===== config.mk =====
export PLATFORM = sky130hd
export DESIGN_NAME = irq_level_resolver
export DESIGN_NICKNAME = d
export VERILOG_FILES = /design/src/rtl/irq_res_pkg.sv /design/src/rtl/irq_softint_reg.sv /design/src/rtl/irq_level_merge.sv /design/src/rtl/irq_prio_scan.sv /design/src/rtl/irq_req_ctrl.sv /design/src/rtl/irq_level_resolver.sv
export SDC_FILE = /design/constraint.sdc
export NUM_CORES = 1
export LEC_CHECK = 0
export BUFFER_PORTS_ARGS = -buffer_cell sky130_fd_sc_hd__buf_2
export CAP_MARGIN = 20
export CELL_PAD_IN_SITES_DETAIL_PLACEMENT = 1
export CELL_PAD_IN_SITES_GLOBAL_PLACEMENT = 1
export CORE_ASPECT_RATIO = 2
export CORE_MARGIN = 5
export CORE_UTILIZATION = 32
export DETAILED_ROUTE_END_ITERATION = 7
export GPL_TIMING_DRIVEN = 0
export PLACE_DENSITY = 0.77
export SLEW_MARGIN = 20
export SYNTH_ARGS = -nofsm -noshare
export SYNTH_HDL_FRONTEND = slang
export SYNTH_HIERARCHICAL = 1
export SYNTH_SLANG_ARGS = --single-unit

===== constraint.sdc =====
create_clock -name clk -period 2.87 [get_ports clk]
set_input_delay 0.861 -clock clk [delete_from_list [all_inputs] [get_ports clk]]
set_output_delay 0.861 -clock clk [all_outputs]
set_load 0.01 [all_outputs]

===== src/rtl/irq_res_pkg.sv =====
package irq_res_pkg;

  localparam int unsigned DEF_LEVELS    = 16;
  localparam int unsigned DEF_TT_W      = 9;
  localparam int unsigned DEF_TL_W      = 3;
  localparam int unsigned DEF_SW_W      = 17;
  localparam int unsigned DEF_TICK_BIT  = 0;
  localparam int unsigned DEF_STICK_BIT = 16;
  localparam int unsigned DEF_TIMER_LVL = 14;
  localparam logic [DEF_TT_W-1:0] DEF_TT_BASE = 9'h040;

  typedef enum logic [1:0] {
    SW_HOLD  = 2'b00,
    SW_OR    = 2'b01,
    SW_CLEAR = 2'b10,
    SW_LOAD  = 2'b11
  } sw_op_e;

endpackage


===== src/rtl/irq_softint_reg.sv =====
module irq_softint_reg
  import irq_res_pkg::*;
#(
  parameter int unsigned SW_W = DEF_SW_W
) (
  input  logic            clk,
  input  logic            rst_n,
  input  logic [1:0]      op,
  input  logic [SW_W-1:0] data,
  output logic [SW_W-1:0] sw_q,
  output logic [SW_W-1:0] sw_nxt
);

  sw_op_e op_e;
  assign op_e = sw_op_e'(op);

  always_comb begin
    unique case (op_e)
      SW_OR:    sw_nxt = sw_q | data;
      SW_CLEAR: sw_nxt = sw_q & ~data;
      SW_LOAD:  sw_nxt = data;
      default:  sw_nxt = sw_q;
    endcase
  end

  always_ff @(posedge clk or negedge rst_n) begin
    if (!rst_n) sw_q <= '0;
    else        sw_q <= sw_nxt;
  end

  // each operation lands in the register one edge later
  a_r2_sw_or: assert property (@(posedge clk) disable iff (!rst_n)
    (op == 2'b01) |=> (sw_q == ($past(sw_q) | $past(data))));
  a_r2_sw_clear: assert property (@(posedge clk) disable iff (!rst_n)
    (op == 2'b10) |=> (sw_q == ($past(sw_q) & ~$past(data))));
  a_r2_sw_load: assert property (@(posedge clk) disable iff (!rst_n)
    (op == 2'b11) |=> (sw_q == $past(data)));
  a_r2_sw_hold: assert property (@(posedge clk) disable iff (!rst_n)
    (op == 2'b00) |=> $stable(sw_q));

endmodule


===== src/rtl/irq_level_merge.sv =====
module irq_level_merge
  import irq_res_pkg::*;
#(
  parameter int unsigned NUM_LEVELS = DEF_LEVELS,
  parameter int unsigned SW_W       = DEF_SW_W,
  parameter int unsigned TICK_BIT   = DEF_TICK_BIT,
  parameter int unsigned STICK_BIT  = DEF_STICK_BIT,
  parameter int unsigned TIMER_LVL  = DEF_TIMER_LVL
) (
  input  logic [NUM_LEVELS-1:0] ext_level,
  input  logic [SW_W-1:0]       sw,
  output logic [NUM_LEVELS-1:0] pend
);

  logic timer_hit;
  assign timer_hit = sw[TICK_BIT] | sw[STICK_BIT];

  for (genvar i = 0; i < NUM_LEVELS; i++) begin : g_lvl
    logic sw_part;
    if (i == TICK_BIT || i == STICK_BIT) begin : g_timer_bit
      assign sw_part = 1'b0;
    end else begin : g_plain_bit
      assign sw_part = sw[i];
    end
    if (i == TIMER_LVL) begin : g_timer_lvl
      assign pend[i] = ext_level[i] | sw_part | timer_hit;
    end else begin : g_other_lvl
      assign pend[i] = ext_level[i] | sw_part;
    end
  end

endmodule


===== src/rtl/irq_prio_scan.sv =====
module irq_prio_scan
  import irq_res_pkg::*;
#(
  parameter int unsigned NUM_LEVELS = DEF_LEVELS,
  localparam int unsigned LVL_W     = $clog2(NUM_LEVELS)
) (
  input  logic                  clk,
  input  logic                  rst_n,
  input  logic [NUM_LEVELS-1:0] pend,
  input  logic [LVL_W-1:0]      pil,
  output logic                  none_above,
  output logic [LVL_W-1:0]      top_lvl
);

  logic [NUM_LEVELS:0]   thresh;
  logic [NUM_LEVELS-1:0] above;

  assign thresh     = (NUM_LEVELS+1)'(2) << pil;
  assign none_above = ({1'b0, pend} < thresh);

  for (genvar i = 0; i < NUM_LEVELS; i++) begin : g_mask
    assign above[i] = pend[i] & (LVL_W'(i) > pil);
  end

  always_comb begin
    top_lvl = '0;
    for (int i = 0; i < NUM_LEVELS; i++) begin
      if (above[i]) top_lvl = LVL_W'(i);
    end
  end

  // numeric threshold test and the bitwise mask must agree
  a_r6_threshold_agrees: assert property (@(posedge clk) disable iff (!rst_n)
    none_above == (above == '0));
  // the chosen level is above the mask whenever something is pending
  a_r5_top_above_pil: assert property (@(posedge clk) disable iff (!rst_n)
    !none_above |-> (top_lvl > pil));

endmodule


===== src/rtl/irq_req_ctrl.sv =====
module irq_req_ctrl
  import irq_res_pkg::*;
#(
  parameter int unsigned NUM_LEVELS     = DEF_LEVELS,
  parameter int unsigned TT_W           = DEF_TT_W,
  parameter int unsigned TL_W           = DEF_TL_W,
  parameter logic [TT_W-1:0] TT_BASE    = DEF_TT_BASE,
  localparam int unsigned LVL_W         = $clog2(NUM_LEVELS)
) (
  input  logic             clk,
  input  logic             rst_n,
  input  logic             none_above,
  input  logic [LVL_W-1:0] top_lvl,
  input  logic             int_en,
  input  logic             vec_pending,
  input  logic [TL_W-1:0]  trap_lvl,
  input  logic [TT_W-1:0]  trap_tt_cur,
  output logic             req_q,
  output logic [TT_W-1:0]  tt_q
);

  logic [TT_W-1:0] new_tt;
  logic            in_group;
  logic            suppress;
  logic            req_n;
  logic [TT_W-1:0] tt_n;

  assign new_tt   = TT_BASE | TT_W'(top_lvl);
  assign in_group = (trap_tt_cur[TT_W-1:LVL_W] == TT_BASE[TT_W-1:LVL_W]);
  assign suppress = (trap_lvl != '0) && in_group && (trap_tt_cur > new_tt);

  always_comb begin
    req_n = req_q;
    tt_n  = tt_q;
    if (!vec_pending) begin
      if (none_above || !int_en) begin
        req_n = 1'b0;
        tt_n  = '0;
      end else if (!suppress && (new_tt != tt_q)) begin
        req_n = 1'b1;
        tt_n  = new_tt;
      end
    end
  end

  always_ff @(posedge clk or negedge rst_n) begin
    if (!rst_n) begin
      req_q <= 1'b0;
      tt_q  <= '0;
    end else begin
      req_q <= req_n;
      tt_q  <= tt_n;
    end
  end

  // an idle request line always carries a cleared trap type
  a_r1_idle_tt_zero: assert property (@(posedge clk) disable iff (!rst_n)
    !req_q |-> (tt_q == '0));
  // a raised request carries a level type in the external group
  a_r5_tt_in_group: assert property (@(posedge clk) disable iff (!rst_n)
    req_q |-> ((tt_q[TT_W-1:LVL_W] == TT_BASE[TT_W-1:LVL_W]) && (tt_q[LVL_W-1:0] != '0)));
  // a waiting vectored interrupt freezes the outputs
  a_r8_vec_freeze: assert property (@(posedge clk) disable iff (!rst_n)
    vec_pending |=> ($stable(req_q) && $stable(tt_q)));
  // disabling withdraws the request
  a_r7_disable_drops: assert property (@(posedge clk) disable iff (!rst_n)
    (!int_en && !vec_pending) |=> !req_q);
  // a higher serviced level keeps the outputs unchanged
  a_r9_suppress_hold: assert property (@(posedge clk) disable iff (!rst_n)
    (int_en && !vec_pending && !none_above && suppress) |=> ($stable(req_q) && $stable(tt_q)));

endmodule


===== src/rtl/irq_level_resolver.sv =====
module irq_level_resolver
  import irq_res_pkg::*;
#(
  parameter int unsigned NUM_LEVELS  = DEF_LEVELS,
  parameter int unsigned TT_W        = DEF_TT_W,
  parameter int unsigned TL_W        = DEF_TL_W,
  parameter int unsigned SW_W        = DEF_SW_W,
  parameter int unsigned TICK_BIT    = DEF_TICK_BIT,
  parameter int unsigned STICK_BIT   = DEF_STICK_BIT,
  parameter int unsigned TIMER_LVL   = DEF_TIMER_LVL,
  parameter logic [TT_W-1:0] TT_BASE = DEF_TT_BASE,
  localparam int unsigned LVL_W      = $clog2(NUM_LEVELS)
) (
  input  logic                  clk,
  input  logic                  rst_n,
  input  logic [NUM_LEVELS-1:0] ext_level,
  input  logic [1:0]            sw_op,
  input  logic [SW_W-1:0]       sw_data,
  input  logic [LVL_W-1:0]      cur_pil,
  input  logic                  int_en,
  input  logic                  vec_pending,
  input  logic [TL_W-1:0]       trap_lvl,
  input  logic [TT_W-1:0]       trap_tt_cur,
  output logic [SW_W-1:0]       sw_value,
  output logic                  irq_req,
  output logic [TT_W-1:0]       irq_tt
);

  logic [SW_W-1:0]       sw_nxt;
  logic [NUM_LEVELS-1:0] pend;
  logic                  none_above;
  logic [LVL_W-1:0]      top_lvl;

  irq_softint_reg #(.SW_W(SW_W)) u_swreg (
    .clk    (clk),
    .rst_n  (rst_n),
    .op     (sw_op),
    .data   (sw_data),
    .sw_q   (sw_value),
    .sw_nxt (sw_nxt)
  );

  irq_level_merge #(
    .NUM_LEVELS (NUM_LEVELS),
    .SW_W       (SW_W),
    .TICK_BIT   (TICK_BIT),
    .STICK_BIT  (STICK_BIT),
    .TIMER_LVL  (TIMER_LVL)
  ) u_merge (
    .ext_level (ext_level),
    .sw        (sw_nxt),
    .pend      (pend)
  );

  irq_prio_scan #(.NUM_LEVELS(NUM_LEVELS)) u_scan (
    .clk        (clk),
    .rst_n      (rst_n),
    .pend       (pend),
    .pil        (cur_pil),
    .none_above (none_above),
    .top_lvl    (top_lvl)
  );

  irq_req_ctrl #(
    .NUM_LEVELS (NUM_LEVELS),
    .TT_W       (TT_W),
    .TL_W       (TL_W),
    .TT_BASE    (TT_BASE)
  ) u_ctrl (
    .clk         (clk),
    .rst_n       (rst_n),
    .none_above  (none_above),
    .top_lvl     (top_lvl),
    .int_en      (int_en),
    .vec_pending (vec_pending),
    .trap_lvl    (trap_lvl),
    .trap_tt_cur (trap_tt_cur),
    .req_q       (irq_req),
    .tt_q        (irq_tt)
  );

  // a timer bit stored in the register means a request at or above level 14
  a_r4_timer_level: assert property (@(posedge clk) disable iff (!rst_n)
    (int_en && !vec_pending && (cur_pil < 4'd14) && trap_lvl == '0
     && (sw_nxt[TICK_BIT] || sw_nxt[STICK_BIT]))
    |=> (irq_req && irq_tt >= (TT_BASE | TT_W'(TIMER_LVL))));

endmodule


==> results of run 1 <==
placed cells by master (no fill, tap or decap), drive strengths merged, types with 6 or more instances in the layout:
cell and n:
a21oi 14, a22o 21, buf 103, clkbuf 6, dfrtp 22, ha 19
inv 9, nand2 24, nor2 12, nor2b 6, o21ai 26, or2 16
metrics by stage:
step,total power (W),cells,hold WS (ps)
2_1_floorplan,0.000594,239,548
3_3_place_gp,0.000725,400,489
3_5_place_dp,0.000739,400,496
4_1_cts,0.00112,417,514
5_1_grt,0.00120,421,545
6_report,0.00114,421,525
worst paths after layout:
kind	end	slack (ps)	cells after the start
setup / recovery	u_ctrl/tt_q[0]	-780	15
hold / removal	u_swreg/sw_q[6]	520	1
min in group asynchronous	u_swreg/sw_q[4]	570	1
hold reg to reg	u_swreg/sw_q[6]	520	1
setup reg to reg	u_ctrl/tt_q[0]	-330	13
max in group asynchronous	u_swreg/sw_q[13]	1950	1
layout make-up:
class	instances	area, um2	area share
Tap cell	86	108	0.0357
Clock buffer	4	88.8	0.0295
Timing Repair Buffer	92	569	0.189
Multi-Input combinational cell	194	1560	0.516
Inverter	9	33.8	0.0112
Sequential cell	22	551	0.183
Buffer	14	109	0.0361
layer usage:
metal / GRT usage / wire length, um / vias up
li1: - / - / 1067
met1: 0.195 / 2770 / 1062
met2: 0.353 / 4090 / 68
met3: 0.0323 / 464 / 8
met4: 0.0344 / 65 / 0
met5: 0 / 0 / -
state kept, by name (all words and copies together), names as in the netlist:
| register | cells |
|---|---|
| u_ctrl/tt_q | 5 |
| u_swreg/sw_q | 17 |
power groups by stage:
stage                     sequential, W  combinational (W)  clock (W)
after detailed placement       0.000374           0.000365          0
after global routing           0.000375           0.000483   0.000345
after floorplan                0.000390           0.000205          0
after CTS                      0.000370           0.000419   0.000328
final                          0.000370           0.000442   0.000325
after global placement         0.000373           0.000353          0
timing repair:
action,CTS,global route
pin swaps,22,16
setup endpoints to repair,5,5
cloned,4,0
buffers inserted,9,4
resized for setup,33,15
==> impl_metrics.yaml, run 1 <==
cts:
  tritoncts: "yes"
  cts-htree-levels: 1
  clk_path_buf_depth: 2
  number_of_buffers_created_by_cts: 3
  clk_latency_ps: 250
  clkSlewWorstSetupHoldPaths_ps: 60
  postCtsHoldBufs: 0
  clock-sinks: 22
  cts_root_buffer_type: "sky130_fd_sc_hd__clkbuf_16"
detailed_routing:
  drc_errors: 0
  via_per_inst: 5.24
  firstDrtPassIters: 4
  antenna_violating_nets_post_route: 0
  dr.first_iter.drc_count: 85
  routed-via-count: 2205
  final_routed_wirelength_um: 7390
  wl_per_cell_um: 17.5
critical_path:
  crit_family: "compound AO/OA/AOI/OAI gates"
  worstSetupStartpoint: "sw_op[0]"
  cp_num_buf_inv: 4
  most_frequent_cell_on_the_critical_path: "sky130_fd_sc_hd__inv_2"
  critical_path.slowest_cell: "sky130_fd_sc_hd__or4_4"
  crit_type: "input pin to register"
  end_kind: "register"
  crit_path_max_incr_delay_ps: 560
  worst_reg2reg_path_startpoint: "u_swreg/sw_q[14]"
  worst_ep_required_time_ps: 3060
  critPathMaxFanout: 5
  worstSetupStartpointType: "input pin"
  crit_path_cell_trace: "buf_12 -> buf_8 -> a22o_4 -> or4_4 -> inv_2 -> a22oi_2 -> o21bai_4 -> a21oi_2 -> nand3_2 -> inv_2 -> ha_4 -> a221oi_4 -> a211oi_4 -> nor4bb_4 -> a22o_1"
  crit_arrival_ps: 3840
yosys:
  syn_area_per_cell_um2: 8.51
  syn-cell-area_um2: 2010
  synthCells: 236
  synthesis.yosys.warnings: 6
global_routing:
  maximum_number_of_pins_on_one_net_before_global_route_repair: 23
  grt_antenna_before_repair: 0
  grt_pass1_vias: 2345
  grt_pass1_wl_um: 11400
  grt_overflow: 0
  grtUsageTotal: 0.180
run_status:
  violations: "setup timing"
  outcome: "finished with violations"
power:
  power.clock.fraction: 0.286
  p_leak_nw: 1.39
  internal_power_w: 0.000774
  sequentialPowerShare: 0.326
  combinationalPowerShare: 0.389
  power.switching_w: 0.000364
  ir_worst_vdd_mv: 0.193
  powerDensity_nw_per_um2: 377
  switching_share: 0.320
floorplan:
  die_x_um: 66.0
  core.rowCount: 41
  die_h_um: 122
  floorplan.die_area_um2: 8060
  placeable_core_region_um2: 6210
  ios: 82
  initial_core_util: 0.324
min_path:
  worst_hold_path_type: "register to register"
  worstHoldStart: "u_swreg/sw_q[6]"
sta:
  final_number_of_setup_violating_endpoints: 5
  grt_setup_unrepaired: "true"
  timing_worst_slew_pin_value_ps: 513
  timing.final.crit_period_ps: 3650
  layout_worst_path_cycle_share: 1.27
  final_worst_setup_slack_ps: -784
  fin_setup_tns_ps: -3750
  fmaxAchievable_mhz: 274
  clock-skew-final_ps: 1.72
  count_of_final_max_slew_check_failures: 0
  max_slew_margin: 0.658
  report.final.hold_viol_count: 0
final_layout:
  synthToLayoutAreaGrowth_pct: 50.2
  final_cell_area_um2: 3020
  fraction_of_final_layout_cells_with_drive_strength_greater_than_1: 0.478
  final_core_utilization: 0.486
  n_fill_cell: 746
  antenna-diode-count: 0
  finalNetCount: 410
placement:
  placement.io_buffers: 75
  post_dp_cell_area_um2: 2540
  gp_congestion: 0.800
  placed_wire_length_estimate_after_detailed_placement_um: 5420
  placement.setup.worst_slack_ps: -1260
flow_run:
  cap_violations: 0
(Power assumes the default switching activity.)
==> run 2: changes to the inputs <==
--- a/config.mk
+++ b/config.mk
@@ -9,7 +9,6 @@
 export CAP_MARGIN = 20
 export CELL_PAD_IN_SITES_DETAIL_PLACEMENT = 1
 export CELL_PAD_IN_SITES_GLOBAL_PLACEMENT = 1
-export CORE_ASPECT_RATIO = 2
 export CORE_MARGIN = 5
 export CORE_UTILIZATION = 32
 export DETAILED_ROUTE_END_ITERATION = 7
==> run 2 against run 1 <==
  * The flow still finishes with violations (setup timing)
  * Clock power down 40%
  * Sequential power about the same
  * Clock-buffer cell count down 1
  * Global-route usage about the same
  * Via count down 0.91%
  * Non-clock buffer count up 3
  * Utilization down 0.20 points
  * Critical path depth up 1
  * First-iteration DRC count down 47%
  * Die area down 1.2%
  * Hold slack better by 6.1 ps
  * Critical endpoint is now u_ctrl/tt_q[2]
  * Largest cell class unchanged
==> impl_metrics.yaml, run 2 (synthesis gave the netlist of run 1 again) <==
power:
  p_leak_nw: 1.37
  ir_worst_vdd_mv: 0.198
  powerDensity_nw_per_um2: 339
flow_run:
  cap_violations: 0
global_routing:
  grt_antenna_before_repair: 0
  grt_overflow: 0
  grtUsageTotal: 0.180
  grt_pass1_wl_um: 11400
  grt_pass1_vias: 2379
  maximum_number_of_pins_on_one_net_before_global_route_repair: 23
critical_path:
  worst_reg2reg_path_startpoint: "u_swreg/sw_q[14]"
  worst_case_reg_to_reg_path_depth: 14
  worst_ep_required_time_ps: 3070
  end_kind: "register"
  worstSetupStartpoint: "sw_op[0]"
  reg2reg_setup_slack_ps: -330
  worstSetupStartpointType: "input pin"
  crit_arrival_ps: 3910
  rr_endpoint: "u_ctrl/tt_q[2]"
  critPathMaxFanout: 8
  crit_type: "input pin to register"
final_layout:
  final_core_utilization: 0.484
  layout_common_cells: "sky130_fd_sc_hd__buf_2, sky130_fd_sc_hd__nand2_1, sky130_fd_sc_hd__buf_4"
  final_common_cell: "sky130_fd_sc_hd__buf_2"
  max_ffs_per_register: 17
  n_fill_cell: 764
  top_regs: "u_swreg/sw_q x17, u_ctrl/tt_q x5"
  fraction_of_final_layout_cells_with_drive_strength_greater_than_1: 0.472
  final_cell_area_um2: 2920
  largest_register: "u_swreg/sw_q"
  finalNetCount: 413
  antenna-diode-count: 0
  synthToLayoutAreaGrowth_pct: 45.2
detailed_routing:
  wl_per_cell_um: 17.2
  routed-via-count: 2185
  antenna_violating_nets_post_route: 0
  final_routed_wirelength_um: 7080
  drc_errors: 0
  dr.first_iter.drc_count: 45
  firstDrtPassIters: 4
  via_per_inst: 5.30
cts:
  cts-htree-levels: 1
  postCtsHoldBufs: 0
  cts_root_buffer_type: "sky130_fd_sc_hd__clkbuf_8"
  clk_latency_ps: 260
  clkSlewWorstSetupHoldPaths_ps: 80
  clock-sinks: 22
  clk_path_buf_depth: 2
  tritoncts: "yes"
  number_of_buffers_created_by_cts: 3
min_path:
  hold_path_depth: 1
  worst_hold_path_type: "register to register"
  end_point_of_the_worst_hold_path: "u_swreg/sw_q[1]"
  worstHoldStart: "u_swreg/sw_q[1]"
sta:
  fmaxAchievable_mhz: 270
  max_slew_margin: 0.667
  clock-skew-final_ps: 3.02
  timing.final.crit_period_ps: 3710
  final_number_of_setup_violating_endpoints: 5
  final_worst_setup_slack_ps: -838
  report.final.hold_viol_count: 0
  layout_worst_path_cycle_share: 1.29
  grt_setup_unrepaired: "true"
  timing_worst_slew_pin_value_ps: 500
  count_of_final_max_slew_check_failures: 0
floorplan:
  initial_core_util: 0.333
  core.rowCount: 28
  die_x_um: 89.2
  ios: 82
  die_h_um: 89.2
  placeable_core_region_um2: 6030
  floorplan.die_area_um2: 7960
placement:
  post_dp_cell_area_um2: 2530
  placement.io_buffers: 75
  placed_wire_length_estimate_after_detailed_placement_um: 5320
  gp_congestion: 0.782
run_status:
  outcome: "finished with violations"
  violations: "setup timing"
-- run 2: cell count changes in the layout (fill, tap and decap cells not counted), moves of 2 or more --
cell / before / now
sky130_fd_sc_hd__nor2_1: 11 / 9
sky130_fd_sc_hd__o31ai_2: 0 / 2
sky130_fd_sc_hd__clkbuf_16: 3 / 1
sky130_fd_sc_hd__a21oi_1: 11 / 13
sky130_fd_sc_hd__inv_2: 4 / 2
sky130_fd_sc_hd__o31ai_4: 2 / 0
sky130_fd_sc_hd__a21oi_2: 3 / 1
sky130_fd_sc_hd__buf_4: 21 / 23
sky130_fd_sc_hd__nor2_2: 1 / 3
-- run 2: repair_timing --
item	in CTS	in global routing
buffers inserted	15	6
pin swaps	28	4
endpoints found under the hold margin	0	0
gates resized for setup	34	8
setup endpoints to repair	5	5
-- run 2: layout make-up --
cell class	instances	area, um2	share of cell area
Tap cell	75	93.8	0.0322
Sequential cell	22	551	0.189
Clock buffer	3	41.3	0.0142
Timing Repair Buffer	95	554	0.190
Buffer	14	126	0.0433
Multi-Input combinational cell	194	1510	0.519
Inverter	9	36.3	0.0124
-- run 2: worst max-delay path by stage --
stage | endpoint | slack (ps) | cells after the start
after floorplan | u_ctrl/tt_q[0] | -670 | 14
after global placement | u_ctrl/tt_q[2] | -1240 | 16
after detailed placement | u_ctrl/tt_q[3] | -1260 | 16
after CTS | u_ctrl/tt_q[2] | -790 | 17
after global routing | u_ctrl/tt_q[2] | -990 | 18
final | u_ctrl/tt_q[2] | -840 | 16
-- run 2: report_power, final --
part / total [W] / leakage (nW) / switching [W] / internal [W]
sequential: 0.000370 / 0.264 / 0.0000250 / 0.000345
clock: 0.000194 / 0.0216 / 0.0000998 / 0.0000937
combinational: 0.000425 / 1.09 / 0.000216 / 0.000209
-- run 2: metal layers --
metal / part of all wire / vias to the layer above / track usage / wire (um)
met2: 0.52 / 57 / 0.342 / 3720
met5: 0 / - / 0 / 0
met1: 0.41 / 1052 / 0.218 / 2910
met3: 0.057 / 4 / 0.0323 / 406
met4: 0.0065 / 0 / 0.0176 / 46
li1: - / 1072 / - / -
-- run 2: critical path: stages --
cell,delay [ps]
sky130_fd_sc_hd__buf_12,110
sky130_fd_sc_hd__buf_12,130
sky130_fd_sc_hd__a22o_1,240
sky130_fd_sc_hd__or4_4,590
sky130_fd_sc_hd__inv_4,80
sky130_fd_sc_hd__a22oi_2,60
sky130_fd_sc_hd__o21bai_4,180
sky130_fd_sc_hd__a21oi_2,140
sky130_fd_sc_hd__nand3_2,100
sky130_fd_sc_hd__inv_2,90
sky130_fd_sc_hd__ha_4,210
sky130_fd_sc_hd__a221oi_4,260
sky130_fd_sc_hd__a211oi_2,110
sky130_fd_sc_hd__buf_4,160
sky130_fd_sc_hd__nor4bb_4,350
sky130_fd_sc_hd__a22o_1,210
-- run 2: metrics by stage --
step                      total power, W  TNS [ps]  std cells  hold WS (ps)  setup slack, ps
final                           0.000989     -4040        412           531             -838
after global routing             0.00106     -4790        412           549             -987
after CTS                       0.000980     -3900        407           531             -790
after detailed placement        0.000741     -6210        389           502            -1260
after global placement          0.000729     -6030        389           494            -1240
after floorplan                 0.000594     -3310        239           548             -675
==> run 3: changes to the inputs <==
--- a/config.mk
+++ b/config.mk
@@ -5,15 +5,15 @@
 export SDC_FILE = /design/constraint.sdc
 export NUM_CORES = 1
 export LEC_CHECK = 0
-export BUFFER_PORTS_ARGS = -buffer_cell sky130_fd_sc_hd__buf_2
 export CAP_MARGIN = 20
 export CELL_PAD_IN_SITES_DETAIL_PLACEMENT = 1
 export CELL_PAD_IN_SITES_GLOBAL_PLACEMENT = 1
 export CORE_MARGIN = 5
-export CORE_UTILIZATION = 32
+export CORE_UTILIZATION = 41
 export DETAILED_ROUTE_END_ITERATION = 7
+export DONT_BUFFER_PORTS = 1
 export GPL_TIMING_DRIVEN = 0
-export PLACE_DENSITY = 0.77
+export PLACE_DENSITY = 0.75
 export SLEW_MARGIN = 20
 export SYNTH_ARGS = -nofsm -noshare
 export SYNTH_HDL_FRONTEND = slang
==> run 3 against run 2 <==
  * The flow still finishes with violations (setup timing)
  * Final cell count is 21% lower
  * Hold slack worse by 240 ps
  * Clock power is 4% lower
  * Die area is 20% lower
  * Sequential power is 6.8% higher
  * First-iteration DRC count is 71% higher
  * Power is 10% lower
  * Clock skew hardly changed
  * Non-clock buffer count is 80 lower
  * Wire length is 13% lower
  * Setup slack better by 190 ps
  * Largest cell class unchanged
==> impl_metrics.yaml, run 3 (synthesis gave the netlist of run 1 again) <==
run_status:
  outcome: "finished with violations"
  violations: "setup timing"
cts:
  postCtsHoldBufs: 0
  tritoncts: "yes"
  cts_root_buffer_type: "sky130_fd_sc_hd__clkbuf_8"
  clk_path_buf_depth: 2
  number_of_buffers_created_by_cts: 3
  cts-htree-levels: 1
  clk_latency_ps: 260
  clock-sinks: 22
  clkSlewWorstSetupHoldPaths_ps: 80
placement:
  placement.io_buffers: 0
  numPlacedInstances: 306
  placed_wire_length_estimate_after_detailed_placement_um: 4760
  gp_congestion: 0.803
sta:
  timing.final.crit_period_ps: 3520
  fin_setup_tns_ps: -3150
  clock-skew-final_ps: 3.00
  grt_setup_unrepaired: "true"
  final_number_of_setup_violating_endpoints: 5
  final.hold.worst_slack_ps: 289
  report.final.hold_viol_count: 0
  count_of_final_max_slew_check_failures: 0
  layout_worst_path_cycle_share: 1.23
  fmaxAchievable_mhz: 284
  final_worst_setup_slack_ps: -649
detailed_routing:
  final_routed_wirelength_um: 6150
  dr.first_iter.drc_count: 77
  routed-via-count: 1841
  wl_per_cell_um: 19.0
  drc_errors: 0
  antenna_violating_nets_post_route: 0
  firstDrtPassIters: 4
  via_per_inst: 5.68
final_layout:
  final-instance-count-excl-fill: 324
  multi_input_comb_area_um2: 1500
  max_ffs_per_register: 17
  largest_register: "u_swreg/sw_q"
  final_common_cell: "sky130_fd_sc_hd__nand2_1"
  fraction_of_final_layout_cells_with_drive_strength_greater_than_1: 0.300
  top_regs: "u_swreg/sw_q x17, u_ctrl/tt_q x5"
  layout_common_cells: "sky130_fd_sc_hd__nand2_1, sky130_fd_sc_hd__dfrtp_1, sky130_fd_sc_hd__a22o_1"
  n_fill_cell: 566
  antenna-diode-count: 0
  synthToLayoutAreaGrowth_pct: 23.0
  finalNetCount: 333
  sequential_cell_area_um2: 551
floorplan:
  die_x_um: 80.0
  core.rowCount: 25
  placeable_core_region_um2: 4750
  ios: 82
  floorplan.die_area_um2: 6400
  initial_core_util: 0.422
  die_h_um: 80.0
global_routing:
  grt_pass1_vias: 1931
  grt_overflow: 0
  grt_antenna_before_repair: 0
  grt_pass1_wl_um: 9730
  grtUsageTotal: 0.196
  maximum_number_of_pins_on_one_net_before_global_route_repair: 23
critical_path:
  critPathMaxFanout: 8
  worstSetupStartpointType: "input pin"
  end_kind: "register"
  worstSetupStartpoint: "sw_op[0]"
  crit_type: "input pin to register"
  worst_reg2reg_path_startpoint: "u_swreg/sw_q[14]"
  worst_ep_required_time_ps: 3070
  crit_arrival_ps: 3710
power:
  ir_worst_vdd_mv: 0.248
  finalPower_w: 0.000887
  powerDensity_nw_per_um2: 359
  p_leak_nw: 1.04
flow_run:
  cap_violations: 0
min_path:
  worst_hold_path_type: "input pin to async pin"
## run 3: final cells by class
type                            count  share of cell area
Buffer                             14              0.0476
Tap cell                           67              0.0339
Sequential cell                    22               0.223
Timing Repair Buffer               15              0.0557
Multi-Input combinational cell    194               0.608
Clock buffer                        3              0.0167
Inverter                            9              0.0147
## run 3: power by group
| part | switching (W) | leakage [nW] | internal [W] |
|---|---|---|---|
| combinational | 0.000151 | 0.758 | 0.000154 |
| clock | 0.0000934 | 0.0216 | 0.0000935 |
| sequential | 0.0000499 | 0.264 | 0.000345 |
## run 3: what timing repair did
item | 4_1_cts | 5_1_grt
pin swaps | 18 | 27
setup buffers | 11 | 3
resized for setup | 12 | 16
hold endpoints to repair | 0 | 0
endpoints found under the setup margin | 5 | 5
cloned | 1 | 0
## run 3: worst max-delay path, stage by stage
cell	delay, ps
sky130_fd_sc_hd__buf_12	110
sky130_fd_sc_hd__a22o_1	250
sky130_fd_sc_hd__or4_4	570
sky130_fd_sc_hd__inv_4	90
sky130_fd_sc_hd__a22oi_2	60
sky130_fd_sc_hd__o21bai_4	180
sky130_fd_sc_hd__a21oi_2	140
sky130_fd_sc_hd__nand3_2	110
sky130_fd_sc_hd__inv_2	100
sky130_fd_sc_hd__ha_4	220
sky130_fd_sc_hd__a221oi_4	280
sky130_fd_sc_hd__a211oi_4	130
sky130_fd_sc_hd__nor4bb_4	410
sky130_fd_sc_hd__a22o_1	210
## run 3: worst paths after layout
kind / endpoint / slack (ps) / depth (start not counted)
setup / recovery: u_ctrl/tt_q[3] / -650 / 14
hold / removal: u_swreg/sw_q[2] / 290 / 0
setup reg to reg: u_ctrl/tt_q[3] / -340 / 13
hold reg to reg: u_swreg/sw_q[4] / 600 / 1
max in group asynchronous: u_ctrl/tt_q[6] / 2510 / 0
min in group clk: u_swreg/sw_q[4] / 600 / 1
## run 3: metrics by stage
step / instance area [um2] / setup slack [ps] / util
after floorplan: 2060 / -675 / -
after global placement: 2140 / -1010 / 0.451
after detailed placement: 2140 / -1040 / 0.451
after CTS: 2370 / -654 / 0.499
after global routing: 2470 / -764 / 0.519
final: 2470 / -649 / 0.519
## run 3: per-layer routing
layer | up-vias | wire [um] | global-route usage
li1 | 906 | - | -
met1 | 875 | 2610 | 0.244
met2 | 56 | 3140 | 0.349
met3 | 4 | 347 | 0.0418
met4 | 0 | 48 | 0.0304
met5 | - | 0 | 0
